`src/rtl/xc_pkg.sv`:
```
// Shared types for the chained FIFO.
// Assumes: nothing beyond standard SystemVerilog.
package xc_pkg;

    // Handoff signals carried on one link between neighbouring slices.
    // Each field is a single-cycle pulse; separate fields tell the
    // receiver which token has arrived.
    typedef struct packed {
        logic wr_pass;
        logic rd_pass;
    } xc_link_t;

    // Index of the slice that follows 'idx' around the ring.
    function automatic int unsigned ring_next(input int unsigned idx,
                                              input int unsigned n);
        return (idx + 1) % n;
    endfunction

endpackage

```
`src/rtl/xc_slice_ram.sv`:
```
// Behavioural storage for one slice: one write port and one
// registered read port.
// Assumes: the controller never asserts rd_fire on an empty location.
// q_valid marks the cycle after a read so that the merge logic can
// select this slice's word.
module xc_slice_ram #(
    parameter int unsigned DEPTH = 8,
    parameter int unsigned WIDTH = 9,
    localparam int unsigned PTR_W = $clog2(DEPTH)
) (
    input  logic             clk,
    input  logic             rst_n,
    input  logic             wr_fire,
    input  logic [PTR_W-1:0] waddr,
    input  logic [WIDTH-1:0] wdata,
    input  logic             rd_fire,
    input  logic [PTR_W-1:0] raddr,
    output logic [WIDTH-1:0] q,
    output logic             q_valid
);

    logic [WIDTH-1:0] mem [DEPTH];

    // Store the incoming word at the write location.
    always_ff @(posedge clk) begin
        if (wr_fire) begin
            mem[waddr] <= wdata;
        end
    end

    // Register the word at the read location and flag it.
    always_ff @(posedge clk) begin
        if (!rst_n) begin
            q       <= '0;
            q_valid <= 1'b0;
        end else begin
            q_valid <= rd_fire;
            if (rd_fire) begin
                q <= mem[raddr];
            end
        end
    end

endmodule

```
`src/rtl/xc_slice_ctrl.sv`:
```
// Token and pointer control for one slice of the chain.
// A strobe fires only while this slice holds the matching token and
// its local storage allows it. Writing or reading the last physical
// location emits a handoff pulse in that same cycle. The neighbour
// registers the token on the same edge, so the next strobe finds the
// new owner with no idle cycle.
// Assumes: exactly one slice in the ring has strap_first_n low.
module xc_slice_ctrl
    import xc_pkg::*;
#(
    parameter int unsigned DEPTH = 8,
    localparam int unsigned PTR_W = $clog2(DEPTH),
    localparam int unsigned CNT_W = $clog2(DEPTH + 1)
) (
    input  logic             clk,
    input  logic             rst_n,
    input  logic             strap_first_n,
    input  logic             wr_en,
    input  logic             rd_en,
    input  xc_link_t         xin,
    output xc_link_t         xout,
    output logic             own_wr,
    output logic             own_rd,
    output logic             wr_fire,
    output logic             rd_fire,
    output logic [PTR_W-1:0] waddr,
    output logic [PTR_W-1:0] raddr,
    output logic             slice_full,
    output logic             slice_empty
);

    localparam logic [PTR_W-1:0] LAST_LOC = PTR_W'(DEPTH - 1);
    localparam logic [CNT_W-1:0] CAP      = CNT_W'(DEPTH);

    logic [CNT_W-1:0] cnt;
    logic             local_full;
    logic             local_empty;

    // Local occupancy tests.
    always_comb begin
        local_full  = (cnt == CAP);
        local_empty = (cnt == '0);
    end

    // Gate the strobes by token ownership and local room or content.
    always_comb begin
        wr_fire = wr_en && own_wr && !local_full;
        rd_fire = rd_en && own_rd && !local_empty;
    end

    // Raise a handoff pulse when the last location is touched.
    always_comb begin
        xout.wr_pass = wr_fire && (waddr == LAST_LOC);
        xout.rd_pass = rd_fire && (raddr == LAST_LOC);
    end

    // Report flags only while holding the relevant token.
    always_comb begin
        slice_full  = own_wr && local_full;
        slice_empty = own_rd && local_empty;
    end

    // Track token ownership: give away on own pulse, take on neighbour's.
    always_ff @(posedge clk) begin
        if (!rst_n) begin
            own_wr <= !strap_first_n;
            own_rd <= !strap_first_n;
        end else begin
            own_wr <= (own_wr && !xout.wr_pass) || xin.wr_pass;
            own_rd <= (own_rd && !xout.rd_pass) || xin.rd_pass;
        end
    end

    // Advance the local pointers, wrapping after the last location.
    always_ff @(posedge clk) begin
        if (!rst_n) begin
            waddr <= '0;
            raddr <= '0;
        end else begin
            if (wr_fire) begin
                waddr <= (waddr == LAST_LOC) ? '0 : waddr + 1'b1;
            end
            if (rd_fire) begin
                raddr <= (raddr == LAST_LOC) ? '0 : raddr + 1'b1;
            end
        end
    end

    // Keep the local word count.
    always_ff @(posedge clk) begin
        if (!rst_n) begin
            cnt <= '0;
        end else if (wr_fire && !rd_fire) begin
            cnt <= cnt + 1'b1;
        end else if (rd_fire && !wr_fire) begin
            cnt <= cnt - 1'b1;
        end
    end

    // The count never goes above the slice depth.
    assert_cnt_bound_R6: assert property (@(posedge clk) disable iff (!rst_n)
        cnt <= CAP);

    // A full slice that is not read stays full, whatever is written.
    assert_full_hold_R6: assert property (@(posedge clk) disable iff (!rst_n)
        (local_full && !rd_fire) |=> local_full);

    // An empty slice that is not written stays empty, whatever is read.
    assert_empty_hold_R7: assert property (@(posedge clk) disable iff (!rst_n)
        (local_empty && !wr_fire) |=> local_empty);

    // A slice that hands on the write token no longer holds it unless it
    // receives it back in the same cycle.
    assert_wr_release_R2: assert property (@(posedge clk) disable iff (!rst_n)
        (xout.wr_pass && !xin.wr_pass) |=> !own_wr);

endmodule

```
`src/rtl/xc_merge.sv`:
```
// Chain-level merge: composite flags and read-word selection.
// A slice flag is only raised by the token holder, so an OR over
// slices gives the chain's state. At most one slice drives q_valid in
// any cycle, so the read words are OR-merged after gating.
// Assumes: only one slice reads per cycle.
module xc_merge #(
    parameter int unsigned N_SLICES = 4,
    parameter int unsigned WIDTH    = 9
) (
    input  logic [N_SLICES-1:0]            full_v,
    input  logic [N_SLICES-1:0]            empty_v,
    input  logic [N_SLICES-1:0]            qv_v,
    input  logic [N_SLICES-1:0][WIDTH-1:0] q_v,
    output logic                           chain_full,
    output logic                           chain_empty,
    output logic                           rd_valid,
    output logic [WIDTH-1:0]               rd_data
);

    // Reduce the per-slice flags.
    always_comb begin
        chain_full  = |full_v;
        chain_empty = |empty_v;
        rd_valid    = |qv_v;
    end

    // Select the word from the slice that just read.
    always_comb begin
        rd_data = '0;
        for (int i = 0; i < int'(N_SLICES); i++) begin
            rd_data = rd_data | (q_v[i] & {WIDTH{qv_v[i]}});
        end
    end

endmodule

```
`src/rtl/xc_fifo.sv`:
```
// Top of the chained FIFO: N_SLICES slices joined in a ring.
// Slice i passes its tokens to slice (i+1) mod N_SLICES. The slice at
// FIRST_SLICE is strapped as the first device and owns both tokens
// after reset.
// Assumes: FIRST_SLICE < N_SLICES and DEPTH >= 2.
module xc_fifo
    import xc_pkg::*;
#(
    parameter int unsigned N_SLICES    = 4,
    parameter int unsigned DEPTH       = 8,
    parameter int unsigned WIDTH       = 9,
    parameter int unsigned FIRST_SLICE = 0
) (
    input  logic                clk,
    input  logic                rst_n,
    input  logic                wr_en,
    input  logic [WIDTH-1:0]    wr_data,
    input  logic                rd_en,
    output logic [WIDTH-1:0]    rd_data,
    output logic                rd_valid,
    output logic                chain_full,
    output logic                chain_empty,
    output logic [N_SLICES-1:0] wr_owner,
    output logic [N_SLICES-1:0] rd_owner
);

    localparam int unsigned PTR_W = $clog2(DEPTH);

    xc_link_t                      link_out [N_SLICES];
    xc_link_t                      link_in  [N_SLICES];
    logic [N_SLICES-1:0]           full_v;
    logic [N_SLICES-1:0]           empty_v;
    logic [N_SLICES-1:0]           qv_v;
    logic [N_SLICES-1:0][WIDTH-1:0] q_v;

    for (genvar i = 0; i < int'(N_SLICES); i++) begin : g_slice
        localparam int unsigned NXT = ring_next(i, N_SLICES);
        localparam logic STRAP_N = (i == int'(FIRST_SLICE)) ? 1'b0 : 1'b1;

        logic             wr_fire;
        logic             rd_fire;
        logic [PTR_W-1:0] waddr;
        logic [PTR_W-1:0] raddr;

        // Close the ring: this slice's output feeds the next one's input.
        assign link_in[NXT] = link_out[i];

        xc_slice_ctrl #(
            .DEPTH (DEPTH)
        ) u_ctrl (
            .clk           (clk),
            .rst_n         (rst_n),
            .strap_first_n (STRAP_N),
            .wr_en         (wr_en),
            .rd_en         (rd_en),
            .xin           (link_in[i]),
            .xout          (link_out[i]),
            .own_wr        (wr_owner[i]),
            .own_rd        (rd_owner[i]),
            .wr_fire       (wr_fire),
            .rd_fire       (rd_fire),
            .waddr         (waddr),
            .raddr         (raddr),
            .slice_full    (full_v[i]),
            .slice_empty   (empty_v[i])
        );

        xc_slice_ram #(
            .DEPTH (DEPTH),
            .WIDTH (WIDTH)
        ) u_ram (
            .clk     (clk),
            .rst_n   (rst_n),
            .wr_fire (wr_fire),
            .waddr   (waddr),
            .wdata   (wr_data),
            .rd_fire (rd_fire),
            .raddr   (raddr),
            .q       (q_v[i]),
            .q_valid (qv_v[i])
        );

        // A write handoff pulse puts the write token on the next slice.
        assert_wr_pass_R4: assert property (@(posedge clk) disable iff (!rst_n)
            link_out[i].wr_pass |=> wr_owner[NXT]);

        // A read handoff pulse puts the read token on the next slice.
        assert_rd_pass_R4: assert property (@(posedge clk) disable iff (!rst_n)
            link_out[i].rd_pass |=> rd_owner[NXT]);
    end

    xc_merge #(
        .N_SLICES (N_SLICES),
        .WIDTH    (WIDTH)
    ) u_merge (
        .full_v      (full_v),
        .empty_v     (empty_v),
        .qv_v        (qv_v),
        .q_v         (q_v),
        .chain_full  (chain_full),
        .chain_empty (chain_empty),
        .rd_valid    (rd_valid),
        .rd_data     (rd_data)
    );

    // Each token has exactly one holder.
    assert_wr_onehot_R9: assert property (@(posedge clk) disable iff (!rst_n)
        $countones(wr_owner) == 1);
    assert_rd_onehot_R9: assert property (@(posedge clk) disable iff (!rst_n)
        $countones(rd_owner) == 1);

    // The chain cannot be full and empty at once.
    assert_flags_excl_R6: assert property (@(posedge clk) disable iff (!rst_n)
        !(chain_full && chain_empty));

    // A read strobe on an empty chain yields no word.
    assert_empty_no_word_R7: assert property (@(posedge clk) disable iff (!rst_n)
        chain_empty |=> !rd_valid);

    // A word only appears after a read strobe.
    assert_word_after_strobe_R5: assert property (@(posedge clk) disable iff (!rst_n)
        rd_valid |-> $past(rd_en));

endmodule

```
`config.mk`:
```
export PLATFORM = sky130hd
export DESIGN_NAME = xc_fifo
export DESIGN_NICKNAME = d
export VERILOG_FILES = /design/src/rtl/xc_pkg.sv /design/src/rtl/xc_slice_ram.sv /design/src/rtl/xc_slice_ctrl.sv /design/src/rtl/xc_merge.sv /design/src/rtl/xc_fifo.sv
export SDC_FILE = /design/constraint.sdc
export NUM_CORES = 1
export LEC_CHECK = 0
export ABC_AREA = 1
export BUFFER_PORTS_ARGS = -buffer_cell sky130_fd_sc_hd__buf_2
export CAP_MARGIN = 20
export CORE_MARGIN = 2
export CORE_UTILIZATION = 45
export DETAILED_ROUTE_END_ITERATION = 8
export SLEW_MARGIN = 20
export SYNTH_ARGS = -nofsm -noshare
export SYNTH_HDL_FRONTEND = slang
export SYNTH_SLANG_ARGS = --single-unit
```
`constraint.sdc`:
```
create_clock -name clk -period 2.3 [get_ports clk]
set_input_delay 0.46 -clock clk [delete_from_list [all_inputs] [get_ports clk]]
set_output_delay 0.46 -clock clk [all_outputs]
set_load 0.02 [all_outputs]
```
==> impl_metrics.csv, run 1 <==
group,metric,value,unit
status,status,"finished clean",
timing,report.final.slew_viol_count,0,
pwr,pwr-share-comb,0.105,
die,coreArea,0.0366,mm2
die,die_area,0.0388,mm2
pwr,p_leak,7.92,nW
timing,finalSetupViolCount,0,
placed_design,dpl_cell_area,0.0175,mm2
drt,routed_wirelength,39.5,mm
clocking,cts_tree,"built",
timing,fin_hold_ws,361,ps
drt,dr.first_iter.drc_count,983,
logic_synthesis,syn_area,0.0167,mm2
worst_setup_path,worstPathCellList,"or4_1 -> buf_2",
clocking,cts-buffers-inserted,41,
timing,tns,0,ps
logic_synthesis,synth_top_area_frac,0.516,
global_routing,grt_max_degree,39,
drt,wirelength_met1,18.4,mm
finish,drive_gt1_frac,0.113,
logic_synthesis,yosys-top-cells-area,"edfxtp_1 52%, nand2_1 12%, dfxtp_1 11%",
logic_synthesis,ys_async_sr_fraction,0,
timing,rsz0062_at_grt,"no",
worst_setup_path,critPathBufInv,1,
drt,drtAntennaViolNets,0,
clocking,cts_max_level,2,
die,rows,70,
global_routing,grt_overflow_total,0,
finish,final_area,0.0188,mm2
pwr,finalPower,15.5,mW
worst_setup_path,start_kind,"flip-flop",
worst_setup_path,path_class,"flip-flop to output port",
min_path,hp-class,"input port to flip-flop",
clocking,cts_sinks,376,
timing,finalCritPeriodShare,0.965,
die,dieWidth,197,um
die,pin_count,33,
logic_synthesis,avgSynthCellArea,9.72,um2
logic_synthesis,yosysWarnings,0,
drt,drtPass1Iterations,8,
pwr,ir_worst_vdd,555,uV
finish,fillers,3325,
drt,wl_met3,1.81,mm
global_routing,grtUsageTotal,0.208,
drt,wl_per_cell,17.2,um
pwr,p_int,11.6,mW
logic_synthesis,synth-edff-count,288,
pwr,switching_share,0.251,
logic_synthesis,yosysSeqAreaShare,0.622,
worst_setup_path,cp_max_fo,10,
clocking,clk-insertion-delay-late,550,ps
drt,met2WireLength,18.1,mm
worst_setup_path,worstPathRequired,1840,ps
worst_setup_path,endpoint_kind,"output port",
logic_synthesis,synth_commonest_cells,"524 x nand2_1, 288 x edfxtp_1, 257 x inv_1",
clocking,cts-root-buf,"clkbuf_16",
die,initial_utilization,0.457,
clocking,cts.path.max_buffers,3,
drt,detailroute.via_count,11500,
placed_design,portBuffers,32,
pwr,clkPwrFrac,0.400,
finish,diodes,0,
pwr,p_per_area,821,mW/mm2
drt,drc,0,
logic_synthesis,synth-seq-cells,376,
worst_setup_path,critPathTopFamily,"simple AND/OR/NAND/NOR gates",
clocking,cts_hold_buf,0,
global_routing,antenna_found_initial,0,
clocking,cts.clk_slew.worst_paths,60,ps
timing,worstMarginPinSlew,832,ps
logic_synthesis,post-synth-top-count-cell,"nand2_1",
die,die_height,197,um
logic_synthesis,syn_inst,1723,
worst_setup_path,critPathSlowestCell,"or4_1",
drt,vias_per_cell,5.01,
pwr,power_frac_seq,0.495,
timing,max_freq,0.450,GHz
timing,period_needed,2220,ps
placed_design,hpwlAfterDp,26.6,mm
logic_synthesis,ys_types,37,
finish,finalNetCount,1839,
timing,finalClockSkew,38.1,ps
global_routing,grt_pass1_wl,61.9,mm
logic_synthesis,synthFlopType,"edfxtp_1",
pwr,p_sw,3.88,mW
worst_setup_path,cp.arrival,1760,ps
run,cap_viol_max_count,0,
timing,relSlewSlack,0.446,
logic_synthesis,synth_fp_nets,1768,
finish,area_growth,12.3,%
global_routing,grt_pass1_vias,11200,
timing,hold_viol_final,0,
placed_design,gp_congestion,0.867,
logic_synthesis,yosys.area.top_type,"edfxtp_1",
worst_setup_path,cpPeakStageDelay,630,ps
drt,dr.max_layer_used,"met4",
[layer usage]
| layer | track usage | up-vias |
|---|---|---|
| met5 | 0 | - |
| met4 | 0.0757 | 0 |
| met3 | 0.0289 | 76 |
| met2 | 0.331 | 234 |
| met1 | 0.294 | 5458 |
| li1 | - | 5730 |
[cell type report]
class,instances,area (um2),area share
Sequential cell,376,10400,0.553
Multi-Input combinational cell,998,4770,0.254
Clock buffer,55,1130,0.0601
Inverter,276,1040,0.0551
Timing Repair Buffer,101,753,0.0400
Tap cell,468,586,0.0311
Clock inverter,20,126,0.00672
[logic make-up (layout without fill, tap and decap cells)]
| kind of cell | Yosys count | after routing | share of synthesized area |
|---|---|---|---|
| XOR/XNOR | 8 | 8 | 0.00418 |
| adder cells (fa/ha/maj) | 32 | 32 | 0.0257 |
| AO/OA/AOI/OAI | 101 | 101 | 0.0341 |
| buffers and inverters | 349 | 452 | 0.0935 |
| AND/OR/NAND/NOR | 857 | 857 | 0.221 |
| flip-flops | 376 | 376 | 0.622 |
[final timing paths]
path / startpoint / end / slack [ps] / depth (start not counted)
min reg2reg: g_slice[0].u_ram.q[8] / g_slice[0].u_ram.q[8] / 470 / 2
max: g_slice[0].u_ram.q_valid / rd_valid / 80 / 2
max reg2reg: g_slice[3].u_ctrl.cnt[0] / g_slice[3].u_ctrl.cnt[3] / 210 / 13
min: rst_n / g_slice[1].u_ctrl.cnt[0] / 360 / 3
[tightest hold or removal path, cell delays in order]
cell	delay, ps
buf_2	90
inv_2	150
nor2_1	140
[state kept, by name, indices dropped and copies added, names as in the netlist]
name,cells
g_slice.u_ram.mem,288
g_slice.u_ram.q,36
g_slice.u_ctrl.cnt,16
g_slice.u_ctrl.raddr,12
g_slice.u_ctrl.waddr,12
g_slice.u_ctrl.own_rd,4
g_slice.u_ctrl.own_wr,4
g_slice.u_ram.q_valid,4
[cells in the final DEF (no fill, tap or decap), types with 6 or more instances in the layout]
master       n
ha_1        28
buf_2       32
edfxtp_1   288
xor2_1       8
nand4_1     13
inv_1      255
clkinv_1    17
clkbuf_16   42
inv_2       14
nor2_1      53
a21oi_1     66
nand2_2      8
nand3_1    232
buf_12       6
clkbuf_1    10
a21oi_2      6
buf_4       63
dfxtp_1     88
nand2_1    524
nand3_2      7
clkinv_2     7
o21ai_0     22
[metrics by stage]
stage,setup WS (ps),cells,utilization
after floorplan,173,1723,-
after CTS,67.3,2293,0.514
after global routing,4.30,2294,0.514
after global placement,74.8,2218,0.479
final,80.0,2294,0.514
after detailed placement,49.9,2218,0.479
[power groups by stage]
stage          clock, mW  combinational [mW]  sequential (mW)
3_3_place_gp           0                1.61             7.78
2_1_floorplan          0                1.12             7.72
4_1_cts             6.29                1.64             7.64
3_5_place_dp           0                1.63             7.79
6_report            6.19                1.62             7.64
5_1_grt             6.57                1.82             7.66
[repair_timing]
action                                  in CTS  in global routing
endpoints found under the setup margin       0                  2
gates resized for setup                      0                  2
buffers inserted                             0                  1
(Power assumes the default switching activity.)
==> run 2, diff against run 1 <==
--- a/config.mk
+++ b/config.mk
@@ -5,7 +5,6 @@
 export SDC_FILE = /design/constraint.sdc
 export NUM_CORES = 1
 export LEC_CHECK = 0
-export ABC_AREA = 1
 export BUFFER_PORTS_ARGS = -buffer_cell sky130_fd_sc_hd__buf_2
 export CAP_MARGIN = 20
 export CORE_MARGIN = 2
==> run 2 against run 1 <==
  * Critical endpoint is now chain_empty
  * The run now ends with setup timing left
  * Hold slack is essentially flat
  * Largest power group unchanged
  * Final area shrank 5.8%
  * Core utilization grew 3.0 points
  * Critical path type unchanged
==> impl_metrics.csv, run 2 <==
group,metric,value,unit
drt,dr.first_iter.drc_count,672,
worst_setup_path,cp_max_fo,2,
drt,drtAntennaViolNets,0,
logic_synthesis,yosys.area.top_type,"edfxtp_1",
die,die_area,0.0347,mm2
die,die_height,186,um
worst_setup_path,cpPeakStageDelay,550,ps
pwr,p_int,12.1,mW
worst_setup_path,cp-startpoint,"g_slice[1].u_ctrl.cnt[0]",
finish,regMostFlops,"g_slice.u_ram.mem",
finish,drive_gt1_frac,0.299,
timing,max_freq,0.403,GHz
worst_setup_path,critPathBufInv,2,
timing,finalClockSkew,8.89,ps
logic_synthesis,synth_commonest_cells,"288 x edfxtp_1, 88 x dfxtp_1, 72 x mux4_2",
logic_synthesis,synth-seq-cells,376,
placed_design,hpwlAfterDp,20.6,mm
timing,hold_viol_final,0,
die,rows,66,
drt,routed_wirelength,32.7,mm
finish,biggestRegsByFlops,"g_slice.u_ram.mem (288), g_slice.u_ram.q (36), g_slice.u_ctrl.cnt (16)",
worst_setup_path,critPathSlowestCell,"or4_4",
global_routing,grtUsageTotal,0.190,
drt,wl_per_cell,21.6,um
pwr,p_sw,3.48,mW
logic_synthesis,ys_async_sr_fraction,0,
worst_setup_path,critPathTopFamily,"simple AND/OR/NAND/NOR gates",
finish,largest_reg_flops,288,
worst_setup_path,reg2reg_depth,10,
logic_synthesis,syn_area,0.0149,mm2
worst_setup_path,endpoint_kind,"output port",
logic_synthesis,yosys-top-cells-area,"edfxtp_1 58%, dfxtp_1 12%, mux4_2 11%",
timing,finalSetupViolCount,1,
die,dieWidth,186,um
global_routing,grt_pass1_vias,8151,
pwr,finalPower,15.6,mW
clocking,cts.path.max_buffers,3,
drt,detailroute.via_count,8328,
finish,final_cell_mix,"288 x edfxtp_1, 86 x buf_4, 83 x dfxtp_1",
logic_synthesis,post-synth-top-count-cell,"edfxtp_1",
timing,relSlewSlack,0.516,
clocking,cts_hold_buf,0,
worst_setup_path,regToRegStartpoint,"g_slice[2].u_ctrl.cnt[3]",
placed_design,pre_cts_ws,25.6,ps
finish,final_common_cell,"edfxtp_1",
logic_synthesis,syn_inst,933,
pwr,ir_worst_vdd,744,uV
worst_setup_path,reg2reg_to,"g_slice[2].u_ctrl.cnt[3]",
die,pin_count,33,
clocking,cts_tree,"built",
status,violations,"setup timing",
logic_synthesis,synth-edff-count,288,
die,initial_utilization,0.458,
timing,fin_ws,-180,ps
finish,finalNetCount,1087,
placed_design,portBuffers,32,
drt,drc,0,
worst_setup_path,start_kind,"flip-flop",
timing,rsz0062_at_grt,"yes",
global_routing,antenna_found_initial,0,
die,coreArea,0.0326,mm2
pwr,power_frac_seq,0.487,
clocking,cts_sinks,376,
timing,report.final.slew_viol_count,0,
logic_synthesis,ys_types,45,
clocking,clk-insertion-delay-late,520,ps
pwr,pwr-share-comb,0.104,
global_routing,grt_pass1_wl,48.3,mm
timing,period_needed,2480,ps
logic_synthesis,synth_top_area_frac,0.579,
pwr,p_per_area,878,mW/mm2
clocking,cts-root-buf,"clkbuf_16",
clocking,cts-buffers-inserted,40,
global_routing,grt_max_degree,48,
worst_setup_path,critPathMostFrequentCell,"buf_6",
drt,vias_per_cell,5.50,
timing,worstMarginPinSlew,727,ps
worst_setup_path,worstPathRequired,1840,ps
logic_synthesis,yosysWarnings,0,
pwr,switching_share,0.224,
timing,finalCritPeriodShare,1.08,
placed_design,gp_congestion,0.813,
pwr,p_leak,6.05,nW
finish,fillers,2631,
global_routing,grt_overflow_total,0,
logic_synthesis,avgSynthCellArea,16.0,um2
worst_setup_path,cp.arrival,2020,ps
drt,drtPass1Iterations,7,
worst_setup_path,path_class,"flip-flop to output port",
finish,area_growth,18.6,%
min_path,hp-class,"input port to flip-flop",
worst_setup_path,path_depth,5,
logic_synthesis,synth_fp_nets,978,
pwr,clkPwrFrac,0.409,
worst_setup_path,reg2reg_slack,70,ps
worst_setup_path,worstPathCellList,"or4_4 -> buf_6 -> o22ai_2 -> a211o_1 -> buf_6",
clocking,cts.clk_slew.worst_paths,60,ps
run,cap_viol_max_count,0,
logic_synthesis,synthFlopType,"edfxtp_1",
logic_synthesis,yosysSeqAreaShare,0.696,
worst_setup_path,timing.critical_path.to,"chain_empty",
status,status,"finished, violations left",
clocking,cts_max_level,2,
[run 2: layer usage]
metal	track usage	up-vias	part of all wire
met5	0	-	0
met4	0.0592	0	0.025
met3	0.0286	51	0.043
met2	0.300	194	0.47
met1	0.276	4237	0.46
li1	-	3846	-
[run 2: repair_timing]
item | CTS | global route
setup endpoints to repair | 1 | 8
setup buffers | 1 | 8
gates resized for setup | 8 | 28
pin swaps | 1 | 15
endpoints found under the hold margin | 0 | 0
[run 2: how the worst min path moves through the flow]
stage / startpoint / end / slack (ps) / cells after the start
2_1_floorplan: g_slice[0].u_ram.q[1] / g_slice[0].u_ram.q[1] / 460 / 2
3_3_place_gp: g_slice[0].u_ctrl.raddr[1] / g_slice[0].u_ctrl.raddr[1] / 440 / 2
3_5_place_dp: g_slice[0].u_ctrl.raddr[1] / g_slice[0].u_ctrl.raddr[1] / 440 / 2
4_1_cts: rd_en / g_slice[3].u_ctrl.own_rd / 350 / 4
5_1_grt: rd_en / g_slice[3].u_ctrl.own_rd / 370 / 4
6_report: rd_en / g_slice[3].u_ctrl.own_rd / 360 / 4
[run 2: power groups by stage]
stage,combinational [mW],sequential [mW],clock [mW]
6_report,1.62,7.58,6.37
5_1_grt,1.74,7.60,6.79
4_1_cts,1.58,7.58,6.51
3_5_place_dp,1.54,7.72,0
3_3_place_gp,1.51,7.72,0
2_1_floorplan,0.983,7.70,0
[run 2: worst register-to-register path, cell delays in order (launching register included)]
cell and delay, ps:
dfxtp_1 310, or4_4 540, and2_4 170, inv_4 60, ha_4 140, inv_4 50
ha_4 260, a21oi_4 160, a211oi_2 80, a31oi_1 180, mux2i_1 220
[run 2: logic make-up after synthesis]
kind of cell | synth area share
buffers and inverters | 0.0249
XOR/XNOR | 0.00469
AO/OA/AOI/OAI | 0.0600
adder cells (fa/ha/maj) | 0.0288
flip-flops | 0.696
AND/OR/NAND/NOR | 0.0715
multiplexers | 0.114
[run 2: layout make-up]
class	instances	area, um2	area share
Antenna cell	1	2.50	0.000141
Clock buffer	52	1090	0.0613
Clock inverter	20	220	0.0124
Inverter	19	93.8	0.00529
Multi-Input combinational cell	482	4460	0.251
Sequential cell	376	10400	0.588
Tap cell	442	553	0.0312
Timing Repair Buffer	123	895	0.0505
[run 2: stage by stage]
stage	utilization	area, um2	instances	setup TNS [ps]	hold slack (ps)
2_1_floorplan	-	15000	933	0	461
3_3_place_gp	0.496	16200	1433	0	440
3_5_place_dp	0.496	16200	1433	0	444
4_1_cts	0.537	17500	1506	-204	350
5_1_grt	0.543	17700	1514	-300	372
6_report	0.543	17700	1515	-180	361
